$ cat config.mk
export PLATFORM = sky130hd
export DESIGN_NAME = trig_reload_timer
export DESIGN_NICKNAME = d
export VERILOG_FILES = /design/src/rtl/trt_pkg.sv /design/src/rtl/trt_sync.sv /design/src/rtl/trt_ctrl.sv /design/src/rtl/trt_count.sv /design/src/rtl/trig_reload_timer.sv
export SDC_FILE = /design/constraint.sdc
export NUM_CORES = 1
export LEC_CHECK = 0
export ABC_CLOCK_PERIOD_IN_PS = 2800
export BUFFER_PORTS_ARGS = -buffer_cell sky130_fd_sc_hd__buf_2
export CAP_MARGIN = 20
export CORE_MARGIN = 10
export CORE_UTILIZATION = 25
export DETAILED_ROUTE_END_ITERATION = 12
export SYNTH_ARGS = -nofsm -noshare
export SYNTH_HDL_FRONTEND = slang
export SYNTH_SLANG_ARGS = --single-unit
$ cat constraint.sdc
create_clock -name clk -period 2.8 [get_ports clk]
set_input_delay 0.28 -clock clk [delete_from_list [all_inputs] [get_ports clk]]
set_output_delay 0.28 -clock clk [all_outputs]
set_load 0.01 [all_outputs]
$ cat src/rtl/trt_pkg.sv
package trt_pkg;

    typedef enum logic [1:0] {
        ST_STOP = 2'd0,
        ST_WAIT = 2'd1,
        ST_LOAD = 2'd2,
        ST_RUN  = 2'd3
    } trt_state_e;

    typedef struct packed {
        trt_state_e st;
        logic       mode;
        logic       init;
        logic       flag;
        logic       lvl;
    } trt_ctl_t;

    localparam trt_ctl_t CTL_RESET = '{st: ST_STOP, mode: 1'b0, init: 1'b0, flag: 1'b0, lvl: 1'b0};

endpackage

$ cat src/rtl/trt_sync.sv
module trt_sync #(
    parameter int STAGES = 2
) (
    input  logic clk,
    input  logic rst_n,
    input  logic pin_i,
    output logic rise_o
);
    localparam int TOP = STAGES - 1;

    logic [TOP:0] chain_q, chain_d;
    logic         last_q, last_d;

    generate
        if (STAGES == 1) begin : g_single
            always_comb chain_d = pin_i;
        end else begin : g_multi
            always_comb chain_d = {chain_q[TOP-1:0], pin_i};
        end
    endgenerate

    always_comb begin
        last_d = chain_q[TOP];
        rise_o = chain_q[TOP] & ~last_q;
    end

    always_ff @(posedge clk or negedge rst_n) begin
        if (!rst_n) begin
            chain_q <= '0;
            last_q  <= 1'b0;
        end else begin
            chain_q <= chain_d;
            last_q  <= last_d;
        end
    end
endmodule

$ cat src/rtl/trt_ctrl.sv
module trt_ctrl
    import trt_pkg::*;
(
    input  logic       clk,
    input  logic       rst_n,
    input  logic       cfg_we,
    input  logic       wr_enable,
    input  logic       wr_trigger,
    input  logic       wr_mode,
    input  logic       wr_init,
    input  logic       wr_flag,
    input  logic       ext_rise,
    input  logic       uf_i,
    output trt_state_e state_o,
    output logic       mode_o,
    output logic       flag_o,
    output logic       lvl_o
);
    trt_ctl_t ctl_q, ctl_d;
    logic     stop_req, sw_trig, any_trig;

    always_comb begin
        ctl_d    = ctl_q;
        stop_req = cfg_we & ~wr_enable;
        sw_trig  = cfg_we & wr_enable & wr_trigger;
        any_trig = sw_trig | ext_rise;

        if (cfg_we) begin
            ctl_d.mode = wr_mode;
            ctl_d.init = wr_init;
        end

        unique case (ctl_q.st)
            ST_STOP: begin
                if (cfg_we && wr_enable)
                    ctl_d.st = wr_trigger ? ST_LOAD : ST_WAIT;
            end
            ST_WAIT: begin
                if (any_trig) ctl_d.st = ST_LOAD;
            end
            ST_LOAD: begin
                ctl_d.st = ST_RUN;
            end
            ST_RUN: begin
                if (any_trig)  ctl_d.st = ST_LOAD;
                else if (uf_i) ctl_d.st = ctl_q.mode ? ST_LOAD : ST_WAIT;
            end
            default: ctl_d.st = ST_STOP;
        endcase

        if (stop_req) ctl_d.st = ST_STOP;

        if (uf_i)                   ctl_d.flag = 1'b1;
        else if (cfg_we && !wr_flag) ctl_d.flag = 1'b0;

        if ((ctl_d.st == ST_WAIT && ctl_q.st != ST_WAIT) ||
            (ctl_q.st == ST_STOP && ctl_d.st != ST_STOP))
            ctl_d.lvl = ctl_d.init;
        else if (uf_i)
            ctl_d.lvl = ~ctl_q.lvl;
    end

    always_ff @(posedge clk or negedge rst_n) begin
        if (!rst_n) ctl_q <= CTL_RESET;
        else        ctl_q <= ctl_d;
    end

    always_comb begin
        state_o = ctl_q.st;
        mode_o  = ctl_q.mode;
        flag_o  = ctl_q.flag;
        lvl_o   = ctl_q.lvl;
    end
endmodule

$ cat src/rtl/trt_count.sv
module trt_count
    import trt_pkg::*;
#(
    parameter int W = 16
) (
    input  logic         clk,
    input  logic         rst_n,
    input  trt_state_e   state_i,
    input  logic         tick_i,
    input  logic         rld_we,
    input  logic [W-1:0] rld_data,
    output logic [W-1:0] cnt_o,
    output logic [W-1:0] rld_o,
    output logic         uf_o
);
    localparam logic [W-1:0] ZERO = '0;

    typedef struct packed {
        logic [W-1:0] cnt;
        logic [W-1:0] rld;
    } cnt_regs_t;

    cnt_regs_t r_q, r_d;
    logic      dec;

    always_comb begin
        r_d  = r_q;
        dec  = (state_i == ST_RUN) && tick_i;
        uf_o = dec && (r_q.cnt == ZERO);

        if (rld_we) r_d.rld = rld_data;

        if (state_i == ST_LOAD) r_d.cnt = r_q.rld;
        else if (dec)           r_d.cnt = r_q.cnt - 1'b1;
    end

    always_ff @(posedge clk or negedge rst_n) begin
        if (!rst_n) r_q <= '{cnt: ZERO, rld: ZERO};
        else        r_q <= r_d;
    end

    always_comb begin
        cnt_o = r_q.cnt;
        rld_o = r_q.rld;
    end
endmodule

$ cat src/rtl/trig_reload_timer.sv
module trig_reload_timer
    import trt_pkg::*;
#(
    parameter int CNT_W       = 16,
    parameter int SYNC_STAGES = 2
) (
    input  logic             clk,
    input  logic             rst_n,
    input  logic             cfg_we,
    input  logic             cfg_enable,
    input  logic             cfg_trigger,
    input  logic             cfg_reload,
    input  logic             cfg_init_level,
    input  logic             cfg_flag,
    input  logic             rld_we,
    input  logic [CNT_W-1:0] rld_data,
    input  logic             count_tick,
    input  logic             trig_pin,
    input  logic             port_level,
    output logic             timer_out,
    output logic [1:0]       state_o,
    output logic [CNT_W-1:0] count_o,
    output logic             uf_flag_o
);
    trt_state_e       st_w;
    logic             rise_w, uf_w, mode_w, lvl_w;
    logic [CNT_W-1:0] rld_w;

    trt_sync #(.STAGES(SYNC_STAGES)) u_sync (
        .clk    (clk),
        .rst_n  (rst_n),
        .pin_i  (trig_pin),
        .rise_o (rise_w)
    );

    trt_ctrl u_ctrl (
        .clk        (clk),
        .rst_n      (rst_n),
        .cfg_we     (cfg_we),
        .wr_enable  (cfg_enable),
        .wr_trigger (cfg_trigger),
        .wr_mode    (cfg_reload),
        .wr_init    (cfg_init_level),
        .wr_flag    (cfg_flag),
        .ext_rise   (rise_w),
        .uf_i       (uf_w),
        .state_o    (st_w),
        .mode_o     (mode_w),
        .flag_o     (uf_flag_o),
        .lvl_o      (lvl_w)
    );

    trt_count #(.W(CNT_W)) u_cnt (
        .clk      (clk),
        .rst_n    (rst_n),
        .state_i  (st_w),
        .tick_i   (count_tick),
        .rld_we   (rld_we),
        .rld_data (rld_data),
        .cnt_o    (count_o),
        .rld_o    (rld_w),
        .uf_o     (uf_w)
    );

    always_comb begin
        state_o   = st_w;
        timer_out = (st_w == ST_STOP) ? port_level : lvl_w;
    end
endmodule

==> results of run 1 <==
cell families after synthesis:
| family | count (synthesis) |
|---|---|
| AO/OA/AOI/OAI | 41 |
| XOR/XNOR | 1 |
| adder cells (fa/ha/maj) | 2 |
| buffers and inverters | 18 |
| flip-flops | 41 |
| multiplexers | 19 |
| AND/OR/NAND/NOR | 68 |
timing repair:
action,CTS,global route
gates resized for setup,0,1
setup endpoints to repair,0,1
hold buffers,0,0
setup buffers,0,2
path summary, 6_finish.rpt:
path | from | endpoint | depth (start not counted)
max | u_cnt.cnt_o[12] | u_ctrl.lvl_o | 6
min | trig_pin | u_sync.chain_q[0] | 1
max reg2reg | u_cnt.cnt_o[12] | u_ctrl.lvl_o | 6
max in group asynchronous | rst_n | u_cnt.cnt_o[11] | 1
min reg2reg | u_sync.chain_q[0] | u_sync.chain_q[1] | 0
min in group asynchronous | rst_n | u_sync.chain_q[0] | 1
power breakdown:
group	internal (µW)	switching (µW)
combinational	263	318
sequential	717	126
clock	291	201
total	1270	646
worst max-delay path, stage by stage, from the launching register on:
cell	delay, ps
dfrtp_1	390
or4_4	550
or4_4	460
o41a_1	460
or4_1	530
a21oi_1	130
or3_1	120
cells in the mapped netlist (all sizes together):
library cell / n
a32oi: 1
and2b: 1
inv: 8
nor3b: 1
o22ai: 2
clkbuf: 5
nor4: 4
nand3: 9
o21a: 1
nand2b: 4
o21ai: 10
o41a: 1
or4b: 1
a221o: 1
nand2: 22
o311ai: 5
or4: 6
xnor2: 1
o21bai: 1
ha: 2
o211ai: 6
dfrtp: 41
nand3b: 1
or3: 1
buf: 5
nor2: 11
mux2: 17
nand4b: 1
nor3: 5
mux2i: 2
or2: 1
a21oi: 12
a31oi: 1
registers in the layout, summed over array words and instances, names as in the netlist:
name,count
u_ctrl.flag_o,1
u_sync.last_q,1
u_ctrl.lvl_o,1
u_sync.chain_q,2
u_ctrl.mode_o,1
u_cnt.cnt_o,16
u_cnt.rld_o,16
u_ctrl.ctl_q,1
u_ctrl.state_o,2
through the flow:
stage          util (%)  setup slack [ps]  cells
2_1_floorplan         -              59.5    190
3_3_place_gp       30.1               111    334
3_5_place_dp       30.1              71.1    334
4_1_cts            31.6              43.3    342
5_1_grt            31.8              37.9    344
6_report           31.8               111    344
cell type report:
class                      instances  share of cell area (%)
sequential                        41                    41.8
multi-input combinational        131                    35.4
timing repair buffer              54                    11.7
tap                              102                    5.19
clock buffer                       7                    3.51
clock inverter                     1                    1.22
inverter                           8                    1.22
per-layer routing:
layer / vias to the layer above / wire [µm] / GRT usage [%]
li1: 792 / - / -
met1: 766 / 2280 / 10.9
met2: 39 / 2540 / 14.8
met3: 4 / 350 / 3.36
met4: 0 / 75 / 4.05
met5: - / 0 / 0
==> impl_metrics.tcl, run 1 <==
set metrics [dict create \
    layout_common_cells "47 x buf_2, 40 x dfrtp_1, 22 x nand2_1" \
    regArea_um2 1030 \
    fmax_ghz 0.372 \
    clkSinkCount 41 \
    cp.required_ps 3030 \
    cts-buffers-inserted 5 \
    start_util_pct 25.6 \
    final_antenna_net_count 0 \
    netlist_area_um2 1980 \
    power_leakage_uw 0.00108 \
    ys_warn_count 0 \
    worst_slew_pin_slew_ps 939 \
    cts_tree "yes" \
    finalCriticalPeriod_ps 2690 \
    fin_crit_sh_pct 96.0 \
    finalMaxSlewViolations 0 \
    drive_above_1_share_pct 36.4 \
    vias_per_cell 4.65 \
    routed_wl_um 5250 \
    grt_max_degree 42 \
    area_growth_pct 24.2 \
    grt_pass1_vias 1724 \
    netlist.area_leader.share_pct 51.8 \
    grt_pass1_wl_um 8560 \
    drcViolationCount 0 \
    rsz0062_at_grt "no" \
    status "finished clean" \
    synth_top_area_cell "dfrtp_1" \
    maxCapViolCount 0 \
    synth_fp_nets 220 \
    ir_worst_vdd_mv 0.217 \
    antenna_found_initial 0 \
    die_h_um 109 \
    diodes 0 \
    final-setup-viol-count 0 \
    drt_first_pass_iters 4 \
    cp_data_arrival_time_ps 2920 \
    dieArea_um2 11900 \
    die_w_um 109 \
    fin_nets 271 \
    power_uw 1920 \
    root_buffer "clkbuf_8" \
    grt_use_total_pct 9.25 \
    cp_max_fo 5 \
    criticalPathCategory "reg2reg" \
    ys_ff_latch 41 \
    rows 32 \
    core_um2 7730 \
    skew_ps 3.66 \
    r2r_setup_slack_ps 110 \
    drtIter0Drc 64 \
    clockBufferDepth 2 \
    ys_types 39 \
    final_area_um2 2460 \
    port_buffers 47 \
    dpl-instance-area_um2 2320 \
    htreeDepth 2 \
    vias 1601 \
    route.detailed.wl_per_inst_um 15.2 \
    cp-start-kind "flip-flop" \
    hpwlAfterDp_um 3950 \
    synth.avg_cell_area_um2 10.4 \
    seq_area_frac_synth_pct 51.8 \
    end_kind "flip-flop" \
    whs_ps 90.4 \
    cts.clk_slew.worst_paths_ps 80 \
    fill_cells 816 \
    gp_congestion 0.799 \
    power_density_nw_per_um2 780 \
    fin_tns_setup_ps 0 \
    relSlewSlack_pct 37.4 \
    synth.area.mux_share_pct 10.7 \
    io_pins 48 \
    worstHoldPathType "in2reg" \
    synth_xor_area_share_pct 0.442 \
    synthSimpleGateAreaFrac_pct 17.7 \
    synth_compound_area_share_pct 13.3 \
    synth_top_family_by_area "simple AND/OR/NAND/NOR gates" \
    final_hold_viol_count 0 \
    synthTopCellsByArea "dfrtp_1 52%, mux2_2 9.7%, nand2_1 4.2%" \
    final_common_cell "buf_2" \
    grt_overflow 0 \
    netlist_instances 190 \
    synthAdderAreaFrac_pct 1.26 \
    multiInputGateArea_um2 870 \
    clock_latency_ps 290 \
]
Power figures use the tool's default switching activity.
==> run 2: changes to the inputs <==
--- a/config.mk
+++ b/config.mk
@@ -11,6 +11,7 @@
 export CORE_MARGIN = 10
 export CORE_UTILIZATION = 25
 export DETAILED_ROUTE_END_ITERATION = 12
+export RECOVER_POWER = 50
 export SYNTH_ARGS = -nofsm -noshare
 export SYNTH_HDL_FRONTEND = slang
 export SYNTH_SLANG_ARGS = --single-unit
==> impl_metrics.tcl, run 2 (synthesis gave the netlist of run 1 again) <==
set metrics [dict create \
    cts_tree "yes" \
    end_kind "flip-flop" \
    netSwitchingFraction_pct 33.7 \
    cts-buffers-inserted 5 \
    finalCriticalPeriod_ps 2690 \
    ir_worst_vdd_mv 0.217 \
    vias 1598 \
    internal-power_uw 1270 \
    root_buffer "clkbuf_8" \
    cp.buffers_inverters 0 \
    p_clk_share_pct 25.7 \
    crit_family "simple AND/OR/NAND/NOR gates" \
    power_density_nw_per_um2 780 \
    drcViolationCount 0 \
    fin_crit_sh_pct 96.0 \
    finalMaxSlewViolations 42 \
    cp_max_fo 5 \
    grt_use_total_pct 9.25 \
    diodes 0 \
    clockBufferDepth 2 \
    hpwlAfterDp_um 3950 \
    start_util_pct 25.6 \
    crit_chain "or4_4 > or4_4 > o41a_1 > or4_1 > a21oi_1 > or3_1" \
    area_growth_pct 24.1 \
    fill_cells 818 \
    rows 32 \
    die_h_um 109 \
    worst_path_most_repeated_cell "or4_4" \
    combPwrFrac_pct 30.3 \
    whs_ps 90.4 \
    clkSinkCount 41 \
    cts.clk_slew.worst_paths_ps 80 \
    port_buffers 47 \
    htreeDepth 2 \
    fin_tns_setup_ps 0 \
    crit_path_top_delay_cell "or4_4" \
    vias_per_cell 4.65 \
    routed_wl_um 5250 \
    drtIter0Drc 64 \
    cts_hold_buf 0 \
    relSlewSlack_pct -50.4 \
    layout_common_cells "45 x buf_2, 40 x dfrtp_1, 22 x nand2_1" \
    slowest_delay_ps 550 \
    worst_slew_pin_slew_ps 2260 \
    grt_max_degree 42 \
    fin_nets 271 \
    rsz0062_at_grt "no" \
    status "complete, but fails checks" \
    switching_power_uw 646 \
    io_pins 48 \
    grt_overflow 0 \
    violations "capacitance limit, slew limit" \
    pwr-share-seq_pct 44.0 \
    drive_above_1_share_pct 35.5 \
    worstHoldPathType "in2reg" \
    maxCapViolCount 1 \
    criticalPathCategory "reg2reg" \
    antenna_found_initial 0 \
    core_um2 7730 \
    fmax_ghz 0.372 \
    final_hold_viol_count 0 \
    power_leakage_uw 0.00108 \
    skew_ps 3.66 \
    final_common_cell "buf_2" \
    cp.required_ps 3030 \
    clock_latency_ps 290 \
    dieArea_um2 11900 \
    gp_congestion 0.799 \
    grt_pass1_wl_um 8560 \
    die_w_um 109 \
    post-route-util_pct 31.8 \
    drt_first_pass_iters 4 \
    route.detailed.wl_per_inst_um 15.3 \
    final_antenna_net_count 0 \
    grt_pass1_vias 1724 \
    cp_data_arrival_time_ps 2920 \
    final-setup-viol-count 0 \
    cp-start-kind "flip-flop" \
]
## run 2: cell types whose count changed in the layout (fill, tap and decap cells not counted)
cell,change
buf_2,-2
clkbuf_1,+2
## run 2: area by class of cell
class,instances,area (µm²),share of cell area (%)
flip-flops and latches,41,1030,41.8
repair buffers,54,285,11.6
clock buffers,7,86.3,3.52
well taps,102,128,5.20
inverters,8,30.0,1.22
clock inverters,1,30.0,1.22
multi-input cells,131,870,35.4
## run 2: worst paths after layout
kind	start	end	slack [ps]	cells after the start
min reg2reg	u_sync.chain_q[0]	u_sync.chain_q[1]	360	0
min in group asynchronous	rst_n	u_sync.chain_q[0]	650	1
max	u_cnt.cnt_o[12]	u_ctrl.lvl_o	110	6
max in group asynchronous	rst_n	u_cnt.cnt_o[11]	690	1
max reg2reg	u_cnt.cnt_o[12]	u_ctrl.lvl_o	110	6
min	trig_pin	u_sync.chain_q[0]	90	1
## run 2: routing by layer
layer | share of wire [%] | vias up | global-route usage [%]
met5 | 0 | - | 0
met4 | 1.4 | 0 | 4.05
met3 | 6.6 | 4 | 3.36
met2 | 48 | 37 | 14.8
met1 | 44 | 765 | 10.9
li1 | - | 792 | -
## run 2: stage by stage
| stage | setup WS (ps) | std cells | power (µW) | cell area (µm²) |
|---|---|---|---|---|
| floorplan | 59.5 | 190 | 1180 | 1990 |
| global placement | 111 | 334 | 1420 | 2320 |
| detailed placement | 71.1 | 334 | 1430 | 2320 |
| CTS | 43.3 | 342 | 1930 | 2440 |
| global route | 37.9 | 344 | 2060 | 2460 |
| finish | 111 | 344 | 1920 | 2460 |
## run 2: power groups by stage
stage	Clock, µW	Sequential (µW)	Combinational, µW
floorplan	0	879	299
global placement	0	847	573
detailed placement	0	855	575
CTS	508	844	579
global route	536	868	659
finish	492	843	581
## run 2: repair_timing
action	4_1_cts	5_1_grt
hold endpoints to repair	0	0
resized for setup	0	1
setup endpoints to repair	0	1
buffers inserted	0	2
